File: src/rtl/pwp_pkg.sv
package pwp_pkg;
  typedef enum logic [1:0] {
    OP_START = 2'd0,
    OP_STOP  = 2'd1,
    OP_BYTE  = 2'd2
  } eng_op_e;

  typedef enum logic [3:0] {
    S_IDLE,
    S_WSTART,
    S_WCTRL,
    S_WADDR,
    S_WDATA,
    S_STOP,
    S_PSTART,
    S_PCTRL,
    S_DONE
  } seq_state_e;
endpackage

File: src/rtl/pwp_byte_store.sv
module pwp_byte_store #(
  parameter int MAX_BYTES = 16,
  localparam int IDX_W = $clog2(MAX_BYTES)
) (
  input  logic                   clk,
  input  logic                   rst_n,
  input  logic                   load,
  input  logic [MAX_BYTES*8-1:0] load_data,
  input  logic [IDX_W-1:0]       load_len_m1,
  input  logic                   adv,
  output logic [7:0]             cur_byte,
  output logic                   is_last
);
  logic [7:0]       bytes_q [MAX_BYTES];
  logic [IDX_W-1:0] idx_q;
  logic [IDX_W-1:0] last_q;

  for (genvar g = 0; g < MAX_BYTES; g++) begin : g_slot
    always_ff @(posedge clk) begin
      if (load) bytes_q[g] <= load_data[g*8 +: 8];
    end
  end

  always_ff @(posedge clk or negedge rst_n) begin
    if (!rst_n) begin
      idx_q  <= '0;
      last_q <= '0;
    end else if (load) begin
      idx_q  <= '0;
      last_q <= load_len_m1;
    end else if (adv && idx_q != last_q) begin
      idx_q <= idx_q + 1'b1;
    end
  end

  assign cur_byte = bytes_q[idx_q];
  assign is_last  = (idx_q == last_q);
endmodule

File: src/rtl/pwp_poll_limit.sv
module pwp_poll_limit #(
  parameter int MAX_POLLS = 64,
  localparam int CNT_W = $clog2(MAX_POLLS + 1)
) (
  input  logic clk,
  input  logic rst_n,
  input  logic clear,
  input  logic bump,
  output logic last_try
);
  logic [CNT_W-1:0] miss_q;

  always_ff @(posedge clk or negedge rst_n) begin
    if (!rst_n)     miss_q <= '0;
    else if (clear) miss_q <= '0;
    else if (bump)  miss_q <= miss_q + 1'b1;
  end

  // True while the poll in flight is the final one allowed.
  assign last_try = (miss_q == CNT_W'(MAX_POLLS - 1));
endmodule

File: src/rtl/pwp_seq.sv
module pwp_seq
  import pwp_pkg::*;
(
  input  logic       clk,
  input  logic       rst_n,
  input  logic       cmd_valid,
  output logic       cmd_ready,
  input  logic [6:0] cmd_dev,
  input  logic [7:0] cmd_waddr,
  input  logic       cmd_hold,
  output logic       cmd_fire,
  input  logic [7:0] cur_byte,
  input  logic       is_last,
  output logic       adv,
  output logic       poll_bump,
  input  logic       last_try,
  output logic       eng_req,
  output eng_op_e    eng_op,
  output logic [7:0] eng_byte,
  input  logic       eng_done,
  input  logic       eng_nack,
  output logic       done,
  output logic       err_nack,
  output logic       err_timeout
);
  seq_state_e state_q;
  logic [6:0] dev_q;
  logic [7:0] waddr_q;
  logic       hold_q, poll_next_q, gap_q, errn_q, errt_q;
  logic       fire;

  assign cmd_ready   = (state_q == S_IDLE);
  assign cmd_fire    = cmd_valid && cmd_ready;
  assign done        = (state_q == S_DONE);
  assign err_nack    = errn_q;
  assign err_timeout = errt_q;
  assign fire        = eng_req && eng_done;
  assign adv         = fire && (state_q == S_WDATA) && !eng_nack;
  assign poll_bump   = fire && (state_q == S_PCTRL) && eng_nack;

  always_comb begin
    eng_req  = 1'b0;
    eng_op   = OP_BYTE;
    eng_byte = 8'h00;
    unique case (state_q)
      S_WSTART, S_PSTART: begin eng_req = !gap_q; eng_op = OP_START; end
      S_WCTRL, S_PCTRL:   begin eng_req = !gap_q; eng_byte = {dev_q, 1'b0}; end
      S_WADDR:            begin eng_req = !gap_q; eng_byte = waddr_q; end
      S_WDATA:            begin eng_req = !gap_q; eng_byte = cur_byte; end
      S_STOP:             begin eng_req = !gap_q; eng_op = OP_STOP; end
      default: ;
    endcase
  end

  always_ff @(posedge clk or negedge rst_n) begin
    if (!rst_n) begin
      state_q     <= S_IDLE;
      dev_q       <= '0;
      waddr_q     <= '0;
      hold_q      <= 1'b0;
      poll_next_q <= 1'b0;
      gap_q       <= 1'b0;
      errn_q      <= 1'b0;
      errt_q      <= 1'b0;
    end else begin
      gap_q <= fire;
      unique case (state_q)
        S_IDLE: if (cmd_fire) begin
          dev_q   <= cmd_dev;
          waddr_q <= cmd_waddr;
          hold_q  <= cmd_hold;
          errn_q  <= 1'b0;
          errt_q  <= 1'b0;
          state_q <= S_WSTART;
        end
        S_WSTART: if (fire) state_q <= S_WCTRL;
        S_WCTRL, S_WADDR, S_WDATA: if (fire) begin
          if (eng_nack) begin
            errn_q      <= 1'b1;
            poll_next_q <= 1'b0;
            state_q     <= S_STOP;
          end else if (state_q == S_WCTRL) begin
            state_q <= S_WADDR;
          end else if (state_q == S_WADDR) begin
            state_q <= S_WDATA;
          end else if (is_last) begin
            poll_next_q <= 1'b1;
            state_q     <= S_STOP;
          end
        end
        S_STOP: if (fire) state_q <= poll_next_q ? S_PSTART : S_DONE;
        S_PSTART: if (fire) state_q <= S_PCTRL;
        S_PCTRL: if (fire) begin
          if (!eng_nack) begin
            poll_next_q <= 1'b0;
            state_q     <= hold_q ? S_DONE : S_STOP;
          end else if (last_try) begin
            errt_q      <= 1'b1;
            poll_next_q <= 1'b0;
            state_q     <= S_STOP;
          end else begin
            state_q <= S_PSTART;
          end
        end
        S_DONE: state_q <= S_IDLE;
        default: state_q <= S_IDLE;
      endcase
    end
  end
endmodule

File: src/rtl/pagewr_poll_ctrl.sv
module pagewr_poll_ctrl
  import pwp_pkg::*;
#(
  parameter int MAX_BYTES = 16,
  parameter int MAX_POLLS = 64,
  localparam int IDX_W = $clog2(MAX_BYTES)
) (
  input  logic                   clk,
  input  logic                   rst_n,
  input  logic                   cmd_valid,
  output logic                   cmd_ready,
  input  logic [6:0]             cmd_dev,
  input  logic [7:0]             cmd_waddr,
  input  logic [IDX_W-1:0]       cmd_len_m1,
  input  logic                   cmd_hold,
  input  logic [MAX_BYTES*8-1:0] cmd_data,
  output logic                   eng_req,
  output logic [1:0]             eng_op,
  output logic [7:0]             eng_byte,
  input  logic                   eng_done,
  input  logic                   eng_nack,
  output logic                   done,
  output logic                   err_nack,
  output logic                   err_timeout
);
  logic       cmd_fire, adv, is_last, poll_bump, last_try;
  logic [7:0] cur_byte;
  eng_op_e    op_e;

  assign eng_op = op_e;

  pwp_byte_store #(.MAX_BYTES(MAX_BYTES)) u_store (
    .clk(clk), .rst_n(rst_n), .load(cmd_fire), .load_data(cmd_data),
    .load_len_m1(cmd_len_m1), .adv(adv), .cur_byte(cur_byte), .is_last(is_last)
  );

  pwp_poll_limit #(.MAX_POLLS(MAX_POLLS)) u_limit (
    .clk(clk), .rst_n(rst_n), .clear(cmd_fire), .bump(poll_bump), .last_try(last_try)
  );

  pwp_seq u_seq (
    .clk(clk), .rst_n(rst_n), .cmd_valid(cmd_valid), .cmd_ready(cmd_ready),
    .cmd_dev(cmd_dev), .cmd_waddr(cmd_waddr), .cmd_hold(cmd_hold),
    .cmd_fire(cmd_fire), .cur_byte(cur_byte), .is_last(is_last), .adv(adv),
    .poll_bump(poll_bump), .last_try(last_try), .eng_req(eng_req),
    .eng_op(op_e), .eng_byte(eng_byte), .eng_done(eng_done),
    .eng_nack(eng_nack), .done(done), .err_nack(err_nack),
    .err_timeout(err_timeout)
  );
endmodule

File: config.mk
export PLATFORM = sky130hd
export DESIGN_NAME = pagewr_poll_ctrl
export DESIGN_NICKNAME = d
export VERILOG_FILES = /design/src/rtl/pwp_pkg.sv /design/src/rtl/pwp_byte_store.sv /design/src/rtl/pwp_poll_limit.sv /design/src/rtl/pwp_seq.sv /design/src/rtl/pagewr_poll_ctrl.sv
export SDC_FILE = /design/constraint.sdc
export NUM_CORES = 1
export LEC_CHECK = 0
export BUFFER_PORTS_ARGS = -buffer_cell sky130_fd_sc_hd__clkbuf_2
export CAP_MARGIN = 25
export CORE_ASPECT_RATIO = 0.7
export CORE_MARGIN = 5
export CORE_UTILIZATION = 45
export DETAILED_ROUTE_END_ITERATION = 7
export GPL_TIMING_DRIVEN = 0
export PLACE_DENSITY = 0.81
export SKIP_LAST_GASP = 1
export SYNTH_ARGS = -nofsm -noshare
export SYNTH_HDL_FRONTEND = slang
export SYNTH_SLANG_ARGS = --single-unit
File: constraint.sdc
create_clock -name clk -period 3.68 [get_ports clk]
set_input_delay 0.736 -clock clk [delete_from_list [all_inputs] [get_ports clk]]
set_output_delay 0.736 -clock clk [all_outputs]
set_load 0.02 [all_outputs]
## After elaboration in Yosys (flattened, before gate mapping)

Memory sizes are Yosys's and may differ from the RTL's.
Index checks and enable logic that the tools add are counted.

- Flip-flop bits (word level): 39
- Bits in writable memories: 128
- Input bits: 153
- Output and inout bits: 15
- Word-level logic and storage cells: 104
- Memories: 1

- Add/subtract/negate cells: 2
- Eq/ne operators: 25
- Muxes and demuxes: 41
- Reductions and logical operators: 24

Memory list:

| name | words | bits a word | read ports | clocked after Yosys merged registers in | wr ports | RTL line | source |
|---|---|---|---|---|---|---|---|
| u_store.bytes_q | 16 | 8 | 1 | 0 | 16 | pwp_byte_store.sv:14 | `logic [7:0] bytes_q [MAX_BYTES];` |

Operators by type and width:

| kind | number |
|---|---|
| 4-bit 2-to-1 mux | 15 |
| 4-bit case mux with 6 select lines | 1 |
| 8-bit case mux with 3 select lines | 1 |
| 1-bit 2-to-1 mux | 17 |
| 4-bit by 3-bit == test with 1-bit output (second input constant) | 4 |
| 7-bit 2-to-1 mux | 2 |
| 7-bit AND reduction | 2 |
| 3-bit inequality test (second input constant) | 4 |
| 2-bit by 1-bit inequality test with 1-bit output (second input constant) | 5 |
| 2-bit nonzero test | 5 |
| 4-bit by 2-bit == test with 1-bit output (second input constant) | 2 |
| 2-bit inequality test (second input constant) | 4 |
| 7-bit by 1-bit adder with 7-bit output (second input constant) | 1 |
| 7-bit by 6-bit == test with 1-bit output (second input constant) | 1 |
| 1-bit logical AND | 7 |
| 7-bit OR reduction | 1 |
| 1-bit case mux with 2 select lines | 3 |
| 5-bit by 3-bit inequality test with 1-bit output (second input constant) | 1 |
| 5-bit AND reduction | 1 |
| 4-bit by 1-bit adder with 4-bit output (second input constant) | 1 |
| 4-bit by 1-bit == test with 1-bit output (second input constant) | 1 |
| 4-bit == test | 1 |
| 4-bit == test (second input constant) | 1 |
| 4-bit zero test | 1 |
| 8 further kinds | 10 |

## Depth between registers and ports, before layout

- Depth in word-level cells: 9
- Gate-level depth with buffers: 8
- Gate-level depth less buffers: 6

## Cells and area by module

A second synthesis with hierarchy kept.

- Cell total of the unflattened synthesis: 394
- Area, all modules: 6976.7 µm²

By module, submodules not included:

| module | times used | cells each | area each (µm²) | seq. area each (µm²) |
|---|---|---|---|---|
| pwp_byte_store | 1 | 231 | 5255.0 | 4043.9 |
| pwp_seq | 1 | 133 | 1397.6 | 600.6 |
| pwp_poll_limit | 1 | 30 | 324.1 | 175.2 |

## Worst setup path before layout

No wires, ideal clock.

- Path type: reg-to-reg
- Start point: register u_seq.state_q[0]
- End point: memory u_store.bytes_q[0][0] (enable)
- Setup time: 0.433 ns
- Arrival: 3.244 ns
- Required time: 3.247 ns
- Path slack: 0.003 ns
- Stages on the path, launching flop included: 7
- Buffers on the path: 2
- Clock period less this slack: 3.677 ns
- Path through: dfrtp_1 > clkbuf_1 > or4_1 > inv_1 > nand2_1 > inv_2 > buf_2

RTL lines:

| what | RTL line | source |
|---|---|---|
| start: declaration | pwp_seq.sv:26 | `seq_state_e state_q;` |
| start signal: assignment | pwp_seq.sv:91 | `S_STOP: if (fire) state_q <= poll_next_q ? S_PSTART : S_DONE;` |
| start signal: assignment | pwp_seq.sv:96 | `state_q <= hold_q ? S_DONE : S_STOP;` |
| end: declaration | pwp_byte_store.sv:14 |  |

## Worst setup path after layout

- Start point: register u_store.idx_q[1]
- End point: output port eng_byte[7]

- Longest elaborated chain between the ends: 2

Ends and longest elaborated chain:

| what | RTL line | source |
|---|---|---|
| start: declaration | pwp_byte_store.sv:15 | `logic [IDX_W-1:0] idx_q;` |
| start signal: assignment | pwp_byte_store.sv:32 | `idx_q <= idx_q + 1'b1;` |
| memory read 16 x 8 bit | - |  |
| 8-bit case mux with 3 select lines | pwp_seq.sv:45 | `unique case (state_q)` |
| end: declaration | pagewr_poll_ctrl.sv:19 | `output logic [7:0] eng_byte,` |

No other way between the ends.

==> impl_results.md <==
- Total track usage: 19.5%
- Clock sink total: roughly 170
- Async set-or-reset flop fraction in the synthesized netlist: 23.4%
- CP bufs+invs: 3
- Slowest CP cell: mux4_2
- Worst Hold Class: in -> async
- CTS buffer count: 17
- Hold_buf cts: 0
- Core ar.: 0.0154 mm^2
- DP Wirelength: 12.6 mm
- IR drop worst, VDD: 0.367 mV
- Router iterations before antenna repair: 4
- Most common cell after layout, fill and taps aside: clkbuf_2
- Antenna violations before repair: 0
- Die area: 0.0182 mm^2
- Mapped Cells: 453
- Mapped Area: 0.00701 mm^2
- Drt via density: 5.43
- EDFF count, synth: 128
- Layout Nets: 794
- CP Max Fanout: 10
- GPL Wtd Cong: 0.861
- DRC: 0
- Routed wire length: around 17 mm
- N_diodes: 0
- Syn nets: between 600 and 700
- DR iter-0 viols: between 300 and 400
- Die Y: 114 um
- Final count of hold timing violations: 0
- Rel. slew slack: between 40 and 50%
- WP data required: 2940 ps
- CP endpoint kind: output port
- Ratio of final minimum period to clock period: 96.1%
- Distinct cells, synth: 48
- Seq/Total Area, Yosys: 68.7%
- Worst Path Arrival: 2800 ps
- Longest Clk Path Bufs: 2
- Rows: 38
- Worst clock skew: 7.99 ps
- Most frequent cells in the layout: 170 x clkbuf_2, 128 x edfxtp_1, 81 x nand2_1
- Most common cell on crit path: clkbuf_2
- Slew Limit Fails: 0
- Synthesis-stage register bit count: about 170
- Fmax: 283 MHz
- Root Buffer: clkbuf_16
- Port-buffer cells: between 150 and 200
- Total power: around 6.2 mW
- DR vias: 4617
- Pwr per Cell Area: roughly 710 mW/mm^2
- Setup-failing EPs final: 0
- Final ANT Viol Nets: 0
- Post-Syn Area per Cell: 15.5 um^2
- Crit path time final: 3540 ps
- Clk_lat worst skew: 420 ps
- Crit path launch type: register
- Chip width: 159 um
- CP Cell Sequence: clkbuf_2 -> buf_4 -> mux4_2 -> mux2_2 -> a22oi_2 -> nand2_1 -> clkbuf_2
- # Max-Cap Violations: 0
- Synth-to-layout area growth: 24.8%
- Critical path's top delay family: multiplexers
- Synth Flop Type: edfxtp_1
- Yosys warns: 0
- Hold WS: between 100 and 150 ps
- Vias in the first global route: approximately 5k
- Num ports: 168
- Status: finished, final reports clean
- Starting Density: a little under half
- Global-route wire length before repair: 26.9 mm
- Worst-Margin Slew: 874 ps
- Reg clk slew, reported paths: 60 ps
- CTS tree: yes
- Setup CP Type: reg -> out
- DR WL/cell: 20.2 um
- Layout cell share with drive strength beyond 1: ~41%
- Largest net degree at the start of global routing: roughly 70
- Htree depth: 4
- Max incr delay on CP: 530 ps
- RSZ-0062 raised after global routing: true
- Gr ovfl total: 0
- Leakage power: around 3.5 nW
==> sequential cells by signal, summed over array words and instances (netlist names) <==
signal and flops:
u_seq.err_nack 1, u_store.idx_q 4, u_seq.err_timeout 1, u_store.bytes_q 128, u_seq.dev_q 7, u_seq.hold_q 1
u_limit.miss_q 7, u_store.last_q 4, u_seq.state_q 4, u_seq.gap_q 1, u_seq.poll_next_q 1, u_seq.waddr_q 8
==> layer usage <==
metal / vias to the layer above / track usage, % / share of wire (%)
met5: - / 0 / 0
met4: 0 / 5.51 / 1.4
met3: 24 / 5.47 / 6.4
met2: 176 / 31.0 / 48
met1: 2303 / 26.9 / 44
li1: 2114 / - / -
==> Yosys cell counts, types with 3 or more instances <==
| cell type | count | area (um^2) |
|---|---|---|
| mux4_2 | 32 | 721 |
| buf_2 | 4 | 20.0 |
| inv_1 | 6 | 22.5 |
| nand2b_1 | 11 | 68.8 |
| clkbuf_1 | 16 | 60.1 |
| a21oi_1 | 10 | 50.1 |
| or4_1 | 4 | 30.0 |
| o21ai_0 | 10 | 50.1 |
| nor3_1 | 6 | 30.0 |
| a22oi_1 | 7 | 52.6 |
| or3_1 | 4 | 25.0 |
| o211ai_1 | 7 | 52.6 |
| xnor2_1 | 4 | 35.0 |
| nand2_1 | 81 | 304 |
| dfrtp_1 | 39 | 976 |
| nor2b_1 | 5 | 31.3 |
| nand3_1 | 7 | 35.0 |
| o31ai_1 | 3 | 22.5 |
| a22o_1 | 8 | 70.1 |
| edfxtp_1 | 128 | 3840 |
| nor2_1 | 8 | 30.0 |
| and4_1 | 3 | 26.3 |
| buf_1 | 3 | 11.3 |
| mux2_2 | 16 | 180 |
==> per-stage QoR <==
stage	worst slack, ps	utilization (%)	area [um^2]	std cells	setup TNS (ps)
after CTS	-26.0	56.6	8710	850	-26.0
final	144	56.8	8750	851	0
after global placement	-626	52.5	8090	819	-84010
after global routing	-11.3	56.8	8750	851	-11.3
after floorplan	2.83	-	7010	453	0
after detailed placement	46.7	52.7	8130	820	0
==> cell type report <==
cell class              count  area, um^2
fillers                  1257        6660
flip-flops and latches    167        4820
multi-input cells         256        2090
repair buffers            168         878
clock buffers              17         425
well taps                 200         250
clock inverters            14         149
plain buffers              22         108
inverters                   7        26.3
==> worst paths after layout <==
check,startpoint,slack [ps],cells past startpoint,end
setup / recovery,u_store.idx_q[1],140,7,eng_byte[7]
hold / removal,rst_n,120,1,u_limit.miss_q[2]
setup reg to reg,u_seq.state_q[0],620,7,u_store.bytes_q[10][6]
hold reg to reg,u_seq.waddr_q[6],480,2,u_seq.waddr_q[6]
max in group asynchronous,rst_n,3150,2,u_store.idx_q[1]
min in group clk,cmd_data[12],480,1,u_store.bytes_q[1][4]
==> timing repair <==
item | in CTS | in global routing
gates resized for setup | 9 | 3
setup buffers | 0 | 0
pin swaps | 0 | 0
endpoints found under the setup margin | 8 | 3
==> worst reg2reg max path, cell delays in order (launching register included) <==
cell      delay [ps]
dfrtp_1          390
clkbuf_1         220
or4_1            570
inv_1             90
nand2_1          260
inv_2            260
buf_6            500
buf_16           370
==> cells by family after synthesis <==
kind of cell	share of synthesized area [%]
XOR/XNOR	0.500
adder cells (fa/ha/maj)	0.357
AND/OR/NAND/NOR	9.85
AO/OA/AOI/OAI	5.73
flip-flops	68.7
multiplexers	13.1
buffers and inverters	1.68
==> report_power, final <==
group | switching (mW) | internal, mW
registers | 0.188 | 2.55
logic | 1.03 | 0.717
clock network | 0.753 | 1.00
Note: power is estimated with default switching activity, not from simulation.
